## config.mk

```make
export PLATFORM = sky130hd
export DESIGN_NAME = quad_interp_filter
export DESIGN_NICKNAME = d
export VERILOG_FILES = /design/src/rtl/qi_pkg.sv /design/src/rtl/qi_sequencer.sv /design/src/rtl/qi_serial_stage.sv /design/src/rtl/qi_saturate.sv /design/src/rtl/quad_interp_filter.sv
export SDC_FILE = /design/constraint.sdc
export NUM_CORES = 1
export LEC_CHECK = 0
export ABC_AREA = 0
export ABC_CLOCK_PERIOD_IN_PS = 5200
export BUFFER_PORTS_ARGS = -buffer_cell sky130_fd_sc_hd__buf_2
export CAP_MARGIN = 20
export CORE_MARGIN = 3
export CORE_UTILIZATION = 25
export DETAILED_ROUTE_END_ITERATION = 7
export PLACE_DENSITY = 0.49
export SETUP_SLACK_MARGIN = 0.4
export SLEW_MARGIN = 20
export SYNTH_ARGS = -nofsm -noshare
export SYNTH_HDL_FRONTEND = slang
export SYNTH_SLANG_ARGS = --single-unit
export TNS_END_PERCENT = 30
```

## constraint.sdc

```tcl
create_clock -name clk -period 5.2 [get_ports clk]
set_input_delay 1.04 -clock clk [delete_from_list [all_inputs] [get_ports clk]]
set_output_delay 1.04 -clock clk [all_outputs]
set_load 0.01 [all_outputs]
```

## src/rtl/qi_pkg.sv

```systemverilog
package qi_pkg;

  typedef enum logic {
    PH_IDLE  = 1'b0,
    PH_SHIFT = 1'b1
  } seq_state_e;

  // One-bit full adder: returns {carry, sum}.
  function automatic logic [1:0] full_add(input logic a, input logic b, input logic c);
    return {(a & b) | (a & c) | (b & c), a ^ b ^ c};
  endfunction

  // True when the lowest n bits of v are all zero.
  function automatic logic low_zero2(input logic [1:0] v, input int unsigned n);
    logic z;
    z = 1'b1;
    for (int i = 0; i < 2; i++) begin
      if (i < int'(n) && v[i]) z = 1'b0;
    end
    return z;
  endfunction

endpackage

```

## src/rtl/qi_sequencer.sv

```systemverilog
module qi_sequencer
  import qi_pkg::*;
#(
  parameter int unsigned WORD_W = 22,
  parameter int unsigned SLOT_W = 2
) (
  input  logic              clk,
  input  logic              rst_n,
  input  logic              word_tick,
  input  logic              in_valid,
  output logic              accept,
  output logic              start,
  output logic              step,
  output logic              last,
  output logic [SLOT_W-1:0] slot_nx
);

  localparam int unsigned CNT_W = $clog2(WORD_W);
  localparam logic [CNT_W-1:0] LAST_BIT = CNT_W'(WORD_W - 1);

  seq_state_e        state_q;
  logic [CNT_W-1:0]  bcnt_q;
  logic [SLOT_W-1:0] rem_q;
  logic [SLOT_W-1:0] slot_q;
  logic              idle;
  logic              cont;

  assign idle   = (state_q == PH_IDLE);
  assign accept = idle && word_tick && in_valid && (rem_q == '0);
  assign cont   = idle && word_tick && (rem_q != '0);
  assign start  = accept || cont;
  assign step   = (state_q == PH_SHIFT);
  assign last   = step && (bcnt_q == LAST_BIT);

  always_comb begin
    if (accept)    slot_nx = '0;
    else if (cont) slot_nx = slot_q + SLOT_W'(1);
    else           slot_nx = slot_q;
  end

  always_ff @(posedge clk or negedge rst_n) begin
    if (!rst_n) begin
      state_q <= PH_IDLE;
      bcnt_q  <= '0;
      rem_q   <= '0;
      slot_q  <= '0;
    end else if (start) begin
      state_q <= PH_SHIFT;
      bcnt_q  <= '0;
      slot_q  <= slot_nx;
      rem_q   <= accept ? '1 : rem_q - SLOT_W'(1);
    end else if (last) begin
      state_q <= PH_IDLE;
    end else if (step) begin
      bcnt_q <= bcnt_q + CNT_W'(1);
    end
  end

  AST_PASS_STARTS: assert property (@(posedge clk) disable iff (!rst_n)
    start |=> step) else $error("pass did not start");
  AST_PASS_ENDS: assert property (@(posedge clk) disable iff (!rst_n)
    last |=> !step) else $error("pass did not end");
  AST_BUSY_TICK_IGNORED: assert property (@(posedge clk) disable iff (!rst_n)
    (step && word_tick) |=> ($stable(rem_q) && $stable(slot_q)))
    else $error("tick during pass changed slot state");
  AST_VALID_IGNORED_OUTSTANDING: assert property (@(posedge clk) disable iff (!rst_n)
    (idle && word_tick && in_valid && rem_q != '0) |=> (slot_q != '0))
    else $error("sample taken while slots outstanding");

endmodule

```

## src/rtl/qi_serial_stage.sv

```systemverilog
module qi_serial_stage
  import qi_pkg::*;
#(
  parameter int unsigned WORD_W   = 22,
  parameter int unsigned FB_SHIFT = 1
) (
  input  logic              clk,
  input  logic              rst_n,
  input  logic              load,
  input  logic              step,
  input  logic              last,
  input  logic              en_in,
  input  logic [WORD_W-1:0] x_in,
  output logic [WORD_W-1:0] y_q,
  output logic [WORD_W-1:0] y_next
);

  logic [WORD_W-1:0] y_sr;
  logic [WORD_W-1:0] x_sr;
  logic [WORD_W-1:0] res_sr;
  logic              c_sub_q, c_add_q;
  logic              en_q;
  logic              d_bit, s_bit, c_sub_n, c_add_n;

  // y - (y >>> FB_SHIFT) + x, one bit per clock. The shift registers
  // replicate the sign, so the upper taps read sign-extended bits.
  always_comb begin
    {c_sub_n, d_bit} = full_add(y_sr[0], ~y_sr[FB_SHIFT], c_sub_q);
    {c_add_n, s_bit} = full_add(d_bit, x_sr[0], c_add_q);
  end

  assign y_next = {s_bit, res_sr[WORD_W-1:1]};

  always_ff @(posedge clk or negedge rst_n) begin
    if (!rst_n) begin
      y_q     <= '0;
      y_sr    <= '0;
      x_sr    <= '0;
      res_sr  <= '0;
      c_sub_q <= 1'b0;
      c_add_q <= 1'b0;
      en_q    <= 1'b0;
    end else if (load) begin
      y_sr    <= y_q;
      x_sr    <= x_in;
      c_sub_q <= 1'b1;
      c_add_q <= 1'b0;
      en_q    <= en_in;
    end else if (step) begin
      y_sr    <= {y_sr[WORD_W-1], y_sr[WORD_W-1:1]};
      x_sr    <= {x_sr[WORD_W-1], x_sr[WORD_W-1:1]};
      res_sr  <= y_next;
      c_sub_q <= c_sub_n;
      c_add_q <= c_add_n;
      if (last && en_q) y_q <= y_next;
    end
  end

  AST_NO_OVERFLOW: assert property (@(posedge clk) disable iff (!rst_n)
    last |-> ((c_sub_q == c_sub_n) && (c_add_q == c_add_n)))
    else $error("serial recursion overflowed");
  AST_HOLD_WHEN_OFF: assert property (@(posedge clk) disable iff (!rst_n)
    (last && !en_q) |=> $stable(y_q)) else $error("disabled stage moved");

endmodule

```

## src/rtl/qi_saturate.sv

```systemverilog
module qi_saturate #(
  parameter int unsigned WORD_W    = 22,
  parameter int unsigned OUT_SHIFT = 4
) (
  input  logic              clk,
  input  logic              rst_n,
  input  logic              valid_in,
  input  logic [WORD_W-1:0] y_in,
  output logic              out_valid,
  output logic [WORD_W-1:0] out_sample
);

  localparam int unsigned EXT_W = WORD_W + OUT_SHIFT;
  localparam logic signed [EXT_W-1:0] MAX_V = {{(OUT_SHIFT+1){1'b0}}, {(WORD_W-1){1'b1}}};
  localparam logic signed [EXT_W-1:0] MIN_V = {{(OUT_SHIFT+1){1'b1}}, {(WORD_W-1){1'b0}}};

  function automatic logic [WORD_W-1:0] sat_shift(input logic [WORD_W-1:0] y);
    logic signed [EXT_W-1:0] wide;
    wide = $signed({{OUT_SHIFT{y[WORD_W-1]}}, y}) <<< OUT_SHIFT;
    if (wide > MAX_V)      return MAX_V[WORD_W-1:0];
    else if (wide < MIN_V) return MIN_V[WORD_W-1:0];
    else                   return wide[WORD_W-1:0];
  endfunction

  always_ff @(posedge clk or negedge rst_n) begin
    if (!rst_n) begin
      out_valid  <= 1'b0;
      out_sample <= '0;
    end else begin
      out_valid <= valid_in;
      if (valid_in) out_sample <= sat_shift(y_in);
    end
  end

  AST_OUT_QUIET: assert property (@(posedge clk) disable iff (!rst_n)
    !out_valid |-> $stable(out_sample)) else $error("output moved without pulse");
  AST_PULSE_SINGLE: assert property (@(posedge clk) disable iff (!rst_n)
    out_valid |=> !out_valid) else $error("pulse longer than one cycle");

endmodule

```

## src/rtl/quad_interp_filter.sv

```systemverilog
module quad_interp_filter
  import qi_pkg::*;
#(
  parameter int unsigned IN_W      = 18,
  parameter int unsigned WORD_W    = 22,
  parameter int unsigned FB_SHIFT  = 1,
  parameter int unsigned OUT_SHIFT = 4
) (
  input  logic              clk,
  input  logic              rst_n,
  input  logic              word_tick,
  input  logic              in_valid,
  input  logic [IN_W-1:0]   in_sample,
  output logic              out_valid,
  output logic [WORD_W-1:0] out_sample
);

  localparam int unsigned STAGES = 2;
  localparam int unsigned SLOT_W = STAGES;
  localparam int unsigned PULSES = 1 << STAGES;

  logic              accept, start, step, last;
  logic [SLOT_W-1:0] slot_nx;
  logic [WORD_W-1:0] y_q_arr    [STAGES];
  logic [WORD_W-1:0] y_next_arr [STAGES];

  qi_sequencer #(.WORD_W(WORD_W), .SLOT_W(SLOT_W)) u_seq (
    .clk(clk), .rst_n(rst_n), .word_tick(word_tick), .in_valid(in_valid),
    .accept(accept), .start(start), .step(step), .last(last), .slot_nx(slot_nx)
  );

  // Stage s runs in slots whose low (STAGES-1-s) bits are zero and takes a
  // non-zero input only where its low (STAGES-s) bits are zero.
  for (genvar s = 0; s < STAGES; s++) begin : g_stage
    logic [WORD_W-1:0] src;
    logic [WORD_W-1:0] x_sel;
    logic              en_sel;
    if (s == 0) begin : g_first
      assign src = {{(WORD_W-IN_W){in_sample[IN_W-1]}}, in_sample};
    end else begin : g_next
      assign src = y_q_arr[s-1];
    end
    assign x_sel  = low_zero2(slot_nx, STAGES - s) ? src : '0;
    assign en_sel = low_zero2(slot_nx, STAGES - 1 - s);

    qi_serial_stage #(.WORD_W(WORD_W), .FB_SHIFT(FB_SHIFT)) u_stage (
      .clk(clk), .rst_n(rst_n), .load(start), .step(step), .last(last),
      .en_in(en_sel), .x_in(x_sel), .y_q(y_q_arr[s]), .y_next(y_next_arr[s])
    );
  end

  qi_saturate #(.WORD_W(WORD_W), .OUT_SHIFT(OUT_SHIFT)) u_sat (
    .clk(clk), .rst_n(rst_n), .valid_in(last), .y_in(y_next_arr[STAGES-1]),
    .out_valid(out_valid), .out_sample(out_sample)
  );

  // Pulse tally per taken sample, kept only for the check below.
  logic [3:0] pulse_cnt_q;
  logic       seen_q;
  always_ff @(posedge clk or negedge rst_n) begin
    if (!rst_n) begin
      pulse_cnt_q <= '0;
      seen_q      <= 1'b0;
    end else if (accept) begin
      pulse_cnt_q <= '0;
      seen_q      <= 1'b1;
    end else if (out_valid) begin
      pulse_cnt_q <= pulse_cnt_q + 4'd1;
    end
  end

  AST_FOUR_PER_SAMPLE: assert property (@(posedge clk) disable iff (!rst_n)
    (accept && seen_q) |-> ((pulse_cnt_q + {3'd0, out_valid}) == 4'(PULSES)))
    else $error("wrong pulse count for previous sample");

endmodule

```

Word level (Yosys, flattened, before mapping). Cells that the tools add are included. W data, S select, Z words.

Flip-flop bits (word level): 215. Input bits: 22. Word-level logic and storage cells: 109.

$add $sub $neg: 3. Order comparisons: 2. Equal/unequal tests: 2. Multiplexer cells: 30. Bitwise logic cells: 32. Reductions and logical operators: 16.

Operators with widths (number): $mux W22 (8); $mux W21 (4); $gt A26 B22 Y1 const B (1); $lt A26 B22 Y1 const B (1); $mux W5 (3); $and A1 B1 Y1 (12); $mux W1 (12); $or A1 B1 Y1 (8); $xor A1 B1 Y1 (8); $logic_and A1 B1 Y1 (7); $mux W2 (3); $reduce_and A3 Y1 (2); $reduce_bool A2 Y1 (3); $add A5 B1 Y5 const B (1); $eq A5 B5 Y1 const B (1); $not A1 Y1 (4); $reduce_and A2 Y1 (2); $add A2 B1 Y2 const B (1); $logic_not A2 Y1 (1); $ne A2 B1 Y1 const B (1); $sub A2 B1 Y2 const B (1); $logic_or A1 B1 Y1 (1).

Logic depth before layout (Yosys ltp).
Word-level depth: 9. Depth in mapped cells: 9. Depth with buffers taken out: 7.

Cells and area by module. Synthesis repeated with hierarchy kept, for this count alone.

Cells, all modules: 746. Area, all modules: 9594.2 µm².

By module, submodules not included: qi_serial_stage at g_stage[0].u_stage (times used 1, cells each 296, area an instance 3913.8 µm², sequential area each 2252.2 µm²); qi_serial_stage at g_stage[1].u_stage (times used 1, cells each 295, area an instance 3903.7 µm², sequential area each 2252.2 µm²); qi_saturate (times used 1, cells each 51, area an instance 807.0 µm², sequential area each 500.5 µm²); qi_sequencer (times used 1, cells each 56, area an instance 584.3 µm², sequential area each 250.2 µm²); quad_interp_filter (times used 1, cells each 48, area an instance 385.4 µm², sequential area each 0.0 µm²).

Worst setup path before layout. Ideal clock, no wire load.

Kind: register to register. From: reg g_stage[1].u_stage.c_sub_q. To: reg u_sat.out_sample[11]. Data arrival time: 2196 ps. Required time: 5117 ps. Slack: 2922 ps. Stages on the path, launching flop included: 9. Cell sequence: dfrtp_1 -> fa_1 -> inv_1 -> fa_1 -> o41a_1 -> buf_2 -> buf_2 -> nor2_1 -> o21ai_0.

Longest elaborated chain between the ends: 6. Elaborated cells between the ends (all ways): 7. Classes of those cells: order compare: 2; mux: 2; bitwise: 3.

Ends and longest elaborated chain: from (decl) (line qi_serial_stage.sv:21) `logic c_sub_q, c_add_q;`; from (signal assigned) (line qi_serial_stage.sv:53) `c_sub_q <= c_sub_n;`; $xor A1 B1 Y1 (*) (3 in a row) (line qi_pkg.sv:10) `return {(a & b) | (a & c) | (b & c), a ^ b ^ c};`; $lt A26 B22 Y1 (line qi_saturate.sv:21) `else if (wide < MIN_V) return MIN_V[WORD_W-1:0];`; $mux W22 (line qi_saturate.sv:21); $mux W22 (*) (line qi_saturate.sv:20) `if (wide > MAX_V) return MAX_V[WORD_W-1:0];`; to (signal assigned) (line qi_saturate.sv:31) `if (valid_in) out_sample <= sat_shift(y_in);`; to (decl) (line qi_saturate.sv:10) `output logic [WORD_W-1:0] out_sample`.

Mark *: on every way between the ends. The rest lies on a longest branch, timed or not. A chain may end at the register's enable or synchronous reset.

Worst setup path after layout.
From: reg u_seq.state_q (netlist: u_seq.step). To: reg g_stage[0].u_stage.y_sr[1].

Longest elaborated chain between the ends: 6. Elaborated cells between the ends (all ways): 8. Classes of those cells: mux: 1; bitwise: 1; reduce/logical: 6.

Ends and longest elaborated chain: from (decl) (line qi_sequencer.sv:21) `seq_state_e state_q;`; from (signal assigned) (line qi_sequencer.sv:43) `state_q <= PH_IDLE;`; from (signal assigned) (line qi_sequencer.sv:48) `state_q <= PH_SHIFT;`; from (signal assigned) (line qi_sequencer.sv:53) `state_q <= PH_IDLE;`; $not A1 Y1 (line qi_sequencer.sv:28) `assign idle = (state_q == PH_IDLE);`; $logic_and A1 B1 Y1 (line qi_sequencer.sv:29, qi_sequencer.sv:30); $logic_and A1 B1 Y1 (2 in a row) (line qi_sequencer.sv:29) `assign accept = idle && word_tick && in_valid && (rem_q == '0);`; $logic_or A1 B1 Y1 (line qi_sequencer.sv:31) `assign start = accept || cont;`; $mux W22 / $reduce_bool A2 Y1 (equally long branches); to (signal assigned) (line qi_serial_stage.sv:44) `y_sr <= y_q;`; to (signal assigned) (line qi_serial_stage.sv:50) `y_sr <= {y_sr[WORD_W-1], y_sr[WORD_W-1:1]};`; to (decl) (line qi_serial_stage.sv:18) `logic [WORD_W-1:0] y_sr;`.

Several ways; a longest one is shown, not always the timed one. The select of a mux whose other input is x is not followed.

==> metrics.yaml <==
yosys:
  seq_area_frac_synth_pct: 59.8
  synthesis.nets: 777
  ys_warn_count: 0
  synth-seq-cells: 210
  synth_area_um2: 8790
  synth_top_family_by_area: "multiplexers"
  synthAdderAreaFrac_pct: 1.34
  ys.flop_type: "dfrtp_1"
  synthMuxAreaShare_pct: 14.5
  synth_area_per_cell_um2: 11.7
  synth_compound_area_share_pct: 11.4
  synth_cell_types: 45
  synthArstFlopShare_pct: 100
  synthSimpleGateAreaFrac_pct: 9.37
  synth_edf_count: 0
  synthCells: 748
  synth_xor_area_share_pct: 0.0997
sta:
  setup_violations: 0
  setup_slack_ns: 2.29
  maxSlewHeadroom_pct: 29.3
  finalHoldViolCount: 0
  fmax_ghz: 0.343
  rsz0062_at_grt: "no"
  finClkSkew_ns: 0.00927
  post-route-min-period_ns: 2.91
  setup_tns_ns: 0
  post-route-period-util_pct: 56.1
  worst_pin_slew_ns: 1.06
  maxSlewViolCount: 0
floorplanning:
  die_w_um: 193
  io_pins: 45
  die_y_um: 193
  core_um2: 34600
  die_area_um2: 37400
  initial_utilization_pct: 25.4
  rows: 68
critical_path:
  cpMostUsedCell: "buf_4"
  critPathRequiredTime_ns: 5.53
  crit_type: "flip-flop to flip-flop"
  start_kind: "flip-flop"
  critPathArrivalTime_ns: 3.25
  cp-end-kind: "flip-flop"
  max_stage_delay_ns: 0.90
  crit_slowest_cell: "dfrtp_4"
  crit_chain: "buf_4 > nand2b_1 > nor2b_4 > buf_4 > a22oi_1 > o21ai_0"
  cp_max_fo: 57
global_routing:
  gr-total-overflow: 0
  grt_start_max_net_pins: 120
  first_global_vias: 5708
  grtUsageTotal_pct: 9.20
  antenna_found_initial: 0
  grt_pass1_wl_um: 29600
routing:
  ant_nets: 0
  drt-initial-drc-count: 231
  wl_per_cell_um: 13.7
  dr.pass1.iters: 4
  vias: 5431
  drcViolationCount: 0
  drt-total-wl_um: 17100
  via_per_inst: 4.36
clock_network:
  post_cts_buffers: 0
  numClockSinks: 210
  cts_buffer_depth: 3
  clock_latency_ns: 0.49
  root_buffer: "clkbuf_16"
  path_clk_slew_ns: 0.06
  post_cts_resized: 0
  cts_tree: "built"
  holdBufCountCts: 0
  numCtsBuffers: 23
  htree_num_levels: 1
layout:
  fillers: 3517
  area_growth_pct: 15.3
  final_cell_count_no_fill: 1246
  seqCellArea_um2: 5260
  nets: 804
  finalCoreUtilization_pct: 29.2
  drive_above_1_share_pct: 22.5
  antenna_cells: 0
  multiInputGateArea_um2: 3240
worst_hold_path:
  hp-class: "flip-flop to flip-flop"
power_and_ir_drop:
  p_per_area_nw_per_um2: 637
  power.leakage_nw: 4.81
  vdd_drop_max_mv: 0.254
outcome:
  status: "completed"
placed_design:
  dp_hpwl_um: 10400
  numPortBuffers: 44
  dp_slack_ns: 2.28
  dp.cells: 1205
  gp_congestion: 0.683
run:
  maxCapViolations: 0
power by group:
group	total [mW]	leakage, nW	internal [mW]	switching (mW)
sequential	2.91	2.66	2.37	0.540
clock	1.56	0.353	0.938	0.620
combinational	1.99	1.80	1.01	0.973
synth_stat cells (2+ instances only):
master,number,area [um^2]
nand2b_1,4,25.0
buf_6,3,33.8
nand2_2,2,12.5
a21oi_1,4,20.0
fa_1,4,80.1
clkbuf_1,11,41.3
o22a_1,4,35.0
o31ai_1,2,15.0
o21a_1,4,30.0
nand4_1,2,12.5
a22oi_1,20,150
buf_1,2,7.51
nor2_1,24,90.1
o21ai_0,70,350
o211ai_1,16,120
o22ai_1,2,12.5
nand2_1,165,619
buf_2,30,150
ha_1,3,37.5
mux2_4,20,300
a21oi_2,2,17.5
buf_4,4,30.0
a2bb2oi_1,21,184
inv_1,10,37.5
mux2_2,64,721
nand3_1,3,15.0
dfrtp_1,210,5260
mux2i_1,25,250
routing by layer:
layer / share of wire (%) / up-vias / global-route usage, %
li1: - / 2637 / -
met1: 48 / 2703 / 12.7
met2: 46 / 67 / 15.0
met3: 3.6 / 24 / 1.85
met4: 1.7 / 0 / 2.25
met5: 0 / - / 0
cell families (layout without fill, tap and decap cells):
kind of cell	Yosys count	in the layout
and+or+nand+nor	207	207
xor gates and xnor gates	1	1
AOI/OAI and AO/OA	152	152
DFF	210	210
buffers and inverters	62	105
muxes	109	109
adders and majority gates	7	7
flip-flops by register name, indices dropped and copies added (netlist names):
signal,flops
u_seq.rem_q,2
u_sat.out_sample,19
g_stage.u_stage.en_q,2
u_seq.step,1
g_stage.u_stage.c_add_q,2
g_stage.u_stage.x_sr,44
g_stage.u_stage.y_q,44
u_seq.bcnt_q,5
u_sat.out_valid,1
g_stage.u_stage.y_sr,44
g_stage.u_stage.res_sr,42
u_seq.slot_q,2
g_stage.u_stage.c_sub_q,2
final timing paths:
| kind | from | endpoint | slack [ns] | cells past startpoint |
|---|---|---|---|---|
| setup / recovery | u_seq.step | g_stage[0].u_stage.y_sr[1] | 2.29 | 6 |
| hold / removal | g_stage[1].u_stage.y_q[3] | g_stage[1].u_stage.y_sr[3] | 0.47 | 2 |
| setup reg to reg | u_seq.step | g_stage[0].u_stage.y_sr[1] | 2.29 | 6 |
| hold reg to reg | g_stage[1].u_stage.y_q[3] | g_stage[1].u_stage.y_sr[3] | 0.47 | 2 |
| max in group asynchronous | rst_n | g_stage[0].u_stage.x_sr[8] | 3.46 | 2 |
| min in group asynchronous | rst_n | u_sat.out_sample[4] | 0.61 | 1 |
placed cells by master, fill, tap and decap left out, types with 5 or more instances in the layout:
cell type    n
dfrtp_1    209
nand2_1    165
o21ai_0     70
mux2_2      64
buf_2       43
mux2i_1     25
nor2_1      24
clkbuf_16   23
a2bb2oi_1   21
a22oi_1     20
mux2_4      20
o211ai_1    16
inv_1       10
clkbuf_1    10
buf_4        9
clkbuf_8     5
layout make-up:
class | instances | share of cell area, %
clock buffers | 38 | 6.73
clock inverters | 3 | 0.395
inverters | 11 | 0.432
multi-input cells | 476 | 32.0
flip-flops and latches | 210 | 51.9
well taps | 455 | 5.62
repair buffers | 53 | 2.94
metrics by stage:
stage,hold slack [ns],power (mW),instance area (um^2)
finish,0.470,6.45,10100
global route,0.499,6.98,10100
CTS,0.476,6.57,10100
detailed placement,0.459,4.98,9410
global placement,0.451,4.93,9410
floorplan,0.439,4.40,8790
critical path, delay by kind of cell, from the launching register on:
| kind | cells | cell delay [ns] |
|---|---|---|
| DFF | 1 | 0.90 |
| and+or+nand+nor | 2 | 0.55 |
| buffers and inverters | 2 | 0.96 |
| AOI/OAI and AO/OA | 2 | 0.30 |
No activity file was read; power rests on OpenSTA's default activity.
